[config.mk]
export PLATFORM = sky130hd
export DESIGN_NAME = mbx_irq_ctrl
export DESIGN_NICKNAME = d
export VERILOG_FILES = /design/src/rtl/mbx_irq_pkg.sv /design/src/rtl/mbx_port_decode.sv /design/src/rtl/mbx_irq_flag.sv /design/src/rtl/mbx_irq_ctrl.sv
export SDC_FILE = /design/constraint.sdc
export NUM_CORES = 1
export LEC_CHECK = 0
export BUFFER_PORTS_ARGS = -buffer_cell sky130_fd_sc_hd__buf_2
export CAP_MARGIN = 20
export CORE_AREA = 3 3 40 42
export DETAILED_ROUTE_END_ITERATION = 8
export DIE_AREA = 0 0 43 45
export SKIP_CTS_REPAIR_TIMING = 1
export SLEW_MARGIN = 20
export SYNTH_ARGS = -nofsm -noshare
export SYNTH_HDL_FRONTEND = slang
export SYNTH_SLANG_ARGS = --single-unit
[constraint.sdc]
create_clock -name clk_i -period 0.8 [get_ports clk_i]
set_input_delay 0.04 -clock clk_i [delete_from_list [all_inputs] [get_ports clk_i]]
set_output_delay 0.04 -clock clk_i [all_outputs]
set_load 0.05 [all_outputs]
[src/rtl/mbx_irq_pkg.sv]
package mbx_irq_pkg;
  localparam int unsigned NPORTS = 2;

  typedef struct packed {
    logic en;
    logic we;
    logic oe;
    logic busy;
  } port_ctl_t;

  typedef struct packed {
    logic ring_peer;  // qualified write into peer mailbox
    logic ack_own;    // qualified read of own mailbox
  } port_evt_t;
endpackage

[src/rtl/mbx_port_decode.sv]
module mbx_port_decode
  import mbx_irq_pkg::*;
#(
  parameter int unsigned ADDR_W = 14,
  parameter logic [ADDR_W-1:0] OWN_ADDR = '1,
  parameter logic [ADDR_W-1:0] PEER_ADDR = '0
) (
  input  port_ctl_t         ctl_i,
  input  logic [ADDR_W-1:0] addr_i,
  output port_evt_t         evt_o
);
  logic wr_acc, rd_acc, hit_own, hit_peer;

  assign wr_acc   = ctl_i.en & ctl_i.we;
  assign rd_acc   = ctl_i.en & ctl_i.oe & ~ctl_i.we;
  assign hit_own  = (addr_i == OWN_ADDR);
  assign hit_peer = (addr_i == PEER_ADDR);

  // busy toward this port suppresses both its doorbell and its acknowledge
  assign evt_o.ring_peer = wr_acc & hit_peer & ~ctl_i.busy;
  assign evt_o.ack_own   = rd_acc & hit_own  & ~ctl_i.busy;
endmodule

[src/rtl/mbx_irq_flag.sv]
module mbx_irq_flag (
  input  logic clk_i,
  input  logic rst_ni,
  input  logic set_i,
  input  logic clr_i,
  output logic irq_n_o
);
  logic pend_q;

  always_ff @(posedge clk_i or negedge rst_ni) begin
    if (!rst_ni)     pend_q <= 1'b0;
    else if (set_i)  pend_q <= 1'b1;  // set has priority
    else if (clr_i)  pend_q <= 1'b0;
  end

  assign irq_n_o = ~pend_q;

  assert_set_wins_R8: assert property (@(posedge clk_i) disable iff (!rst_ni)
    set_i |=> !irq_n_o);
  assert_clear_R4: assert property (@(posedge clk_i) disable iff (!rst_ni)
    (clr_i && !set_i) |=> irq_n_o);
  assert_hold_R10: assert property (@(posedge clk_i) disable iff (!rst_ni)
    (!set_i && !clr_i) |=> $stable(irq_n_o));
endmodule

[src/rtl/mbx_irq_ctrl.sv]
module mbx_irq_ctrl
  import mbx_irq_pkg::*;
#(
  parameter int unsigned ADDR_W = 14
) (
  input  logic              clk_i,
  input  logic              rst_ni,
  input  logic              p0_en_i,
  input  logic              p0_we_i,
  input  logic              p0_oe_i,
  input  logic [ADDR_W-1:0] p0_addr_i,
  input  logic              p0_busy_i,
  input  logic              p1_en_i,
  input  logic              p1_we_i,
  input  logic              p1_oe_i,
  input  logic [ADDR_W-1:0] p1_addr_i,
  input  logic              p1_busy_i,
  output logic              irq0_n_o,
  output logic              irq1_n_o
);
  localparam logic [ADDR_W-1:0] MBX_P1 = '1;
  localparam logic [ADDR_W-1:0] MBX_P0 = {{(ADDR_W-1){1'b1}}, 1'b0};

  port_ctl_t         ctl  [NPORTS];
  logic [ADDR_W-1:0] addr [NPORTS];
  port_evt_t         evt  [NPORTS];
  logic [NPORTS-1:0] irq_n;

  assign ctl[0]  = '{en: p0_en_i, we: p0_we_i, oe: p0_oe_i, busy: p0_busy_i};
  assign ctl[1]  = '{en: p1_en_i, we: p1_we_i, oe: p1_oe_i, busy: p1_busy_i};
  assign addr[0] = p0_addr_i;
  assign addr[1] = p1_addr_i;

  for (genvar g = 0; g < NPORTS; g++) begin : g_port
    localparam logic [ADDR_W-1:0] OWN  = (g == 0) ? MBX_P0 : MBX_P1;
    localparam logic [ADDR_W-1:0] PEER = (g == 0) ? MBX_P1 : MBX_P0;

    mbx_port_decode #(
      .ADDR_W   (ADDR_W),
      .OWN_ADDR (OWN),
      .PEER_ADDR(PEER)
    ) u_dec (
      .ctl_i (ctl[g]),
      .addr_i(addr[g]),
      .evt_o (evt[g])
    );

    // flag g is rung by the opposite port, acknowledged by port g
    mbx_irq_flag u_flag (
      .clk_i  (clk_i),
      .rst_ni (rst_ni),
      .set_i  (evt[NPORTS-1-g].ring_peer),
      .clr_i  (evt[g].ack_own),
      .irq_n_o(irq_n[g])
    );
  end

  assign irq0_n_o = irq_n[0];
  assign irq1_n_o = irq_n[1];

  assert_ring_p1_R2: assert property (@(posedge clk_i) disable iff (!rst_ni)
    (p0_en_i && p0_we_i && p0_addr_i == MBX_P1 && !p0_busy_i) |=> !irq1_n_o);
  assert_ring_p0_R3: assert property (@(posedge clk_i) disable iff (!rst_ni)
    (p1_en_i && p1_we_i && p1_addr_i == MBX_P0 && !p1_busy_i) |=> !irq0_n_o);
  assert_busy_no_ring_R6: assert property (@(posedge clk_i) disable iff (!rst_ni)
    (p0_busy_i && irq1_n_o && !(p1_en_i && p1_oe_i && !p1_we_i && p1_addr_i == MBX_P1))
    |=> irq1_n_o);
  assert_busy_no_ack_R7: assert property (@(posedge clk_i) disable iff (!rst_ni)
    (p1_busy_i && !irq1_n_o) |=> !irq1_n_o);
  assert_peer_read_R5: assert property (@(posedge clk_i) disable iff (!rst_ni)
    (!irq0_n_o && !(p0_en_i && p0_oe_i && !p0_we_i && p0_addr_i == MBX_P0)) |=> !irq0_n_o);
endmodule

==> results of run 1 <==
## path summary, 6_finish.rpt
check                                               end  slack (ps)  cells after the start
worst max-delay path                           irq1_n_o         -40                      2
worst min-delay path            g_port[0].u_flag.pend_q          80                      2
worst max register to register  g_port[1].u_flag.pend_q          90                      1
worst min register to register  g_port[0].u_flag.pend_q         490                      1
max in group asynchronous       g_port[1].u_flag.pend_q         570                      2
min in group asynchronous       g_port[0].u_flag.pend_q         140                      2
## synth_stat cells, drive strengths merged
cell / n / area [um^2]
nor2: 1 / 3.75
nor4: 2 / 18.8
dfrtp: 2 / 50.1
nand3b: 1 / 7.51
inv: 3 / 11.3
nand4: 5 / 31.3
nand3: 2 / 10.0
nand4b: 2 / 17.5
a32o: 2 / 20.0
## logic make-up (layout without fill, tap and decap cells)
kind of cell / after synthesis / count (layout)
AO/OA/AOI/OAI: 2 / 2
AND/OR/NAND/NOR: 13 / 13
buffers and inverters: 3 / 47
flip-flops: 2 / 2
## power breakdown
part	leakage, nW	internal, mW	switching, mW
Clock	0.0138	0.165	0.0553
Sequential	0.0280	0.102	0.0000399
Combinational	0.230	0.0979	0.0419
## placed cells by master (no fill, tap or decap), drive strengths merged
cell type	n
a32o	2
buf	40
clkbuf	3
dfrtp	2
dlygate4sd3	1
inv	3
nand3	2
nand3b	1
nand4	5
nand4b	2
nor2	1
nor4	2
## final cells by class
class	instances	area, um^2
Tap cell	15	18.8
Sequential cell	2	50.0
Fill cell	136	766
Inverter	3	11.3
Clock buffer	3	22.5
Timing Repair Buffer	41	279
Multi-Input combinational cell	15	138
## layer usage
metal	track usage	wire length, um	vias up
li1	-	-	172
met1	0.0916	233	149
met2	0.186	521	28
met3	0.0159	144	0
met4	0.0904	0	0
met5	0	0	-
## per-stage QoR
step / std cells / hold slack, ps / util / cell area [um^2] / power, mW
finish: 79 / 84.9 / 0.404 / 519 / 0.463
global route: 79 / 100 / 0.404 / 519 / 0.491
CTS: 78 / -411 / 0.327 / 420 / 0.442
detailed placement: 75 / -171 / 0.310 / 398 / 0.209
global placement: 75 / -171 / 0.310 / 398 / 0.207
floorplan: 20 / -256 / - / 176 / 0.117
==> impl_metrics.toml, run 1 <==
[place]
place.detailed.hpwl_um = 723
routabilityCongestion = 0.790
dp_slack_ps = -258
place.port_buffers = 39

[floorplanning]
rows = 13
core_um2 = 1280
die_h_um = 45
die-width_um = 43
count_of_pins_on_the_block_boundary = 40
floorplan.initialDensity = 0.132
fp.dieArea_um2 = 1940

[logic_synthesis]
synth_cell_types = 10
post_synthesis_cell_area_um2 = 170
yosys_reg_bits = 2
dominant_combinational_cell_family_by_area_after_synthesis = "simple AND/OR/NAND/NOR gates"
synth_mux_area_frac = 0
synth.yosys.seq_area_share = 0.294
synthesis.yosys.warnings = 0
post_synth_and_or_nand_nor_area_fraction = 0.522
synth-adder-area-share = 0
synth-compound-area-share = 0.118
post_synth.cell_area_avg_um2 = 8.51
synthesized_area_fraction_occupied_by_xor_and_xnor_cells = 0
synthCells = 20
synth_fp_nets = 58

[timing]
fin_tns_setup_ps = -94.6
setup-violations-final = 3
final_period_minus_worst_setup_slack_ps = 845
max_slew_margin = 0.839
tightest_slew_ps = 240
layout_worst_path_cycle_share = 1.06
postLayoutSetupSlackWorst_ps = -44.8
drv_slew = 0
clock_skew_ps = 0
clock.fmax_ghz = 1.18
timing.final.hold_violations = 0
grt_setup_unrepaired = "yes"

[outcome]
run_status = "finished with violations"
failed_checks = "negative setup slack"

[drt]
drt-initial-drc-count = 0
routedWlPerCell_um = 11.4
route.antenna.remaining_nets = 0
detail_route.drc_violations = 0
detail_route.wirelength_um = 899
viasPerCell = 4.42
vias = 349
detailedRoute.firstPassIterationCount = 1

[global_routing]
grt_max_degree = 3
antenna_found_initial = 0
grt_pass1_vias = 406
residual_overflow_from_global_routing = 0
first_pass_grt_wire_length_mm = 1.44
globalRouteTotalUtil = 0.0991

[clock_tree]
cts_num_sinks = 2
cts_max_path_buffers = 2
tritoncts = "yes"
cts.clk_slew.worst_paths_ps = 30
cts_buffers = 3
ctsRootBufferMaster = "sky130_fd_sc_hd__clkbuf_4"
clock_latency_ps = 220
h-tree-depth = 1

[layout]
drive_above_1_share = 0.734
largest_register_ffs = 2
largest_register = "g_port.u_flag.pend_q"
largest_registers = "g_port.u_flag.pend_q (2)"
number_of_diodes = 0
net_count_final = 104
area_growth_syn_to_layout_pct = 205

[setup_path]
timing.critical_path.buf_inv = 2
critPathTopFamily = "flip-flops"
setup.worst_path.start_class = "flip-flop"
cp_data_required_time_ps = 760
cpMaxStageDelayCell = "sky130_fd_sc_hd__dfrtp_1"
critPathKind = "flip-flop to primary output"
worst_setup_path_startpoint = "g_port[1].u_flag.pend_q"
timing.rr.start = "g_port[1].u_flag.pend_q"
crit_path_end_kind = "primary output"
wp_data_arrival_ps = 800
path_cells = "inv_2 > buf_8"
critPathMaxFanout = 2
critical_path.max_stage_delay_ps = 380

[power]
power.static_leakage_nw = 0.272
power-per-cell-area_nw_per_um2 = 891
vdd_ir_drop_max_v = 0.000334

[worst_hold_path]
worstHoldStart = "p1_we_i"
worstHoldPathType = "input pin to flip-flop"

[job]
drv_cap = 0
No activity file was read; power rests on OpenSTA's default activity.
==> inputs of run 2 (changes only) <==
--- a/config.mk
+++ b/config.mk
@@ -6,8 +6,8 @@
 export NUM_CORES = 1
 export LEC_CHECK = 0
 export BUFFER_PORTS_ARGS = -buffer_cell sky130_fd_sc_hd__buf_2
-export CAP_MARGIN = 20
 export CORE_AREA = 3 3 40 42
+export CTS_BUF_LIST = sky130_fd_sc_hd__clkbuf_2
 export DETAILED_ROUTE_END_ITERATION = 8
 export DIE_AREA = 0 0 43 45
 export SKIP_CTS_REPAIR_TIMING = 1
==> constraint.sdc (replaced) <==
create_clock -name clk_i -period 1.06 [get_ports clk_i]
set_input_delay 0.053 -clock clk_i [delete_from_list [all_inputs] [get_ports clk_i]]
set_output_delay 0.053 -clock clk_i [all_outputs]
set_load 0.05 [all_outputs]
==> run 2 against run 1 <==
Compared with the run above: the flow now finishes without violations; final cell count stayed put; routed wire length is 17% lower; critical endpoint is now g_port[1].u_flag.pend_q; sequential cell count stayed put; non-clock buffer count stayed put; utilization is 8.0 points lower; register-to-register slack better by 270 ps; largest cell class unchanged; combinational power is 42% lower.
==> impl_metrics.toml, run 2 (synthesized netlist as in run 1, its figures left out) <==
[setup_path]
timing.rr.start = "g_port[1].u_flag.pend_q"
timing.critical_path.buf_inv = 1
critPathKind = "input pin to flip-flop"
crit_path_end_kind = "flip-flop"
cp_data_required_time_ps = 1120
reg2regPathDepth = 1
path_cells = "buf_2 > nand4b_1 > nor4_2 > nand4b_1 > a32o_1"
timing.critical_path.mode_cell = "sky130_fd_sc_hd__nand4b_1"
critPathTopFamily = "simple AND/OR/NAND/NOR gates"
wp_data_arrival_ps = 1000
r2r-end = "g_port[1].u_flag.pend_q"
setup.worst_path.start_class = "input pin"
critical_path.max_stage_delay_ps = 340
cpMaxStageDelayCell = "sky130_fd_sc_hd__nor4_2"
critPathMaxFanout = 2
reg2reg_slack_ps = 360

[layout]
final_common_cell = "sky130_fd_sc_hd__buf_2"
drive_above_1_share = 0.688
most-common-layout-cells = "sky130_fd_sc_hd__buf_2 (39), sky130_fd_sc_hd__nand4_1 (5), sky130_fd_sc_hd__inv_1 (3), sky130_fd_sc_hd__clkbuf_2 (3)"
largest_registers = "g_port.u_flag.pend_q (2)"
number_of_diodes = 0
area_growth_syn_to_layout_pct = 145
fillers = 149
final_cells = 79
largest_register_ffs = 2
largest_register = "g_port.u_flag.pend_q"
layout.cell_area.non_filler_um2 = 417
utilization = 0.324
net_count_final = 104

[worst_hold_path]
hold_end = "g_port[0].u_flag.pend_q"
worstHoldPathType = "input pin to flip-flop"
worstHoldStart = "p1_we_i"
depth_of_the_worst_hold_timing_path = 2

[timing]
final_period_minus_worst_setup_slack_ps = 932
drv_slew = 0
grt_setup_unrepaired = "no"
clock.fmax_ghz = 1.07
clock_skew_ps = 0
layout_worst_path_cycle_share = 0.879
postLayoutSetupSlackWorst_ps = 128
setup-violations-final = 0
timing.final.hold_violations = 0
tightest_slew_ps = 270
max_slew_margin = 0.819

[power]
vdd_ir_drop_max_v = 0.000178
power.static_leakage_nw = 0.219
design_power_total_uw = 270
power-per-cell-area_nw_per_um2 = 649

[drt]
drt-initial-drc-count = 1
detailedRoute.firstPassIterationCount = 2
vias = 330
route.antenna.remaining_nets = 0
detail_route.wirelength_um = 748
viasPerCell = 4.18
routedWlPerCell_um = 9.47
detail_route.drc_violations = 0

[place]
postPlaceCellArea_um2 = 392
routabilityCongestion = 0.739
place.port_buffers = 39
placed_cells = 75
dp_slack_ps = -79.0

[floorplanning]
die-width_um = 43
floorplan.initialDensity = 0.132
rows = 13
count_of_pins_on_the_block_boundary = 40
die_h_um = 45
core_um2 = 1280
fp.dieArea_um2 = 1940

[global_routing]
globalRouteTotalUtil = 0.0858
first_pass_grt_wire_length_mm = 1.29
residual_overflow_from_global_routing = 0
antenna_found_initial = 0
grt_pass1_vias = 352
grt_max_degree = 3

[clock_tree]
cts_max_path_buffers = 2
cts.clk_slew.worst_paths_ps = 30
h-tree-depth = 1
cts_buffers = 3
cts_num_sinks = 2
ctsRootBufferMaster = "sky130_fd_sc_hd__clkbuf_2"
tritoncts = "yes"
clock_latency_ps = 180

[outcome]
run_status = "completed"

[job]
drv_cap = 0
[run 2: stage by stage]
step / TNS [ps] / hold slack [ps]
2_1_floorplan: 0 / -243
3_3_place_gp: -59.6 / -159
3_5_place_dp: -90.0 / -162
4_1_cts: 0 / -367
5_1_grt: 0 / 128
6_report: 0 / 132
[run 2: worst max path at each step]
stage,start,to,slack (ps),depth (start not counted)
2_1_floorplan,p1_busy_i,g_port[1].u_flag.pend_q,110,4
3_3_place_gp,p1_busy_i,g_port[1].u_flag.pend_q,-40,5
3_5_place_dp,p1_busy_i,g_port[1].u_flag.pend_q,-80,5
4_1_cts,p1_busy_i,g_port[1].u_flag.pend_q,120,5
5_1_grt,p1_busy_i,g_port[1].u_flag.pend_q,9,5
6_report,p1_busy_i,g_port[1].u_flag.pend_q,130,5
[run 2: layout make-up]
| class | instances | area [um^2] | area share |
|---|---|---|---|
| Clock buffer | 3 | 15.0 | 0.0360 |
| Inverter | 3 | 11.3 | 0.0270 |
| Multi-Input combinational cell | 15 | 109 | 0.261 |
| Sequential cell | 2 | 50.0 | 0.120 |
| Tap cell | 15 | 18.8 | 0.0450 |
| Timing Repair Buffer | 41 | 213 | 0.511 |
[run 2: per-layer routing]
metal / vias up / track usage / part of all wire
met5: - / 0 / 0
met4: 0 / 0.0361 / 0
met3: 0 / 0.0239 / 0.15
met2: 23 / 0.156 / 0.50
met1: 134 / 0.0940 / 0.35
li1: 173 / - / -
[run 2: power breakdown]
group          switching (mW)  internal (mW)  total [mW]
Sequential          0.0000279         0.0771      0.0771
Combinational          0.0252         0.0554      0.0806
Clock                  0.0377         0.0750       0.113
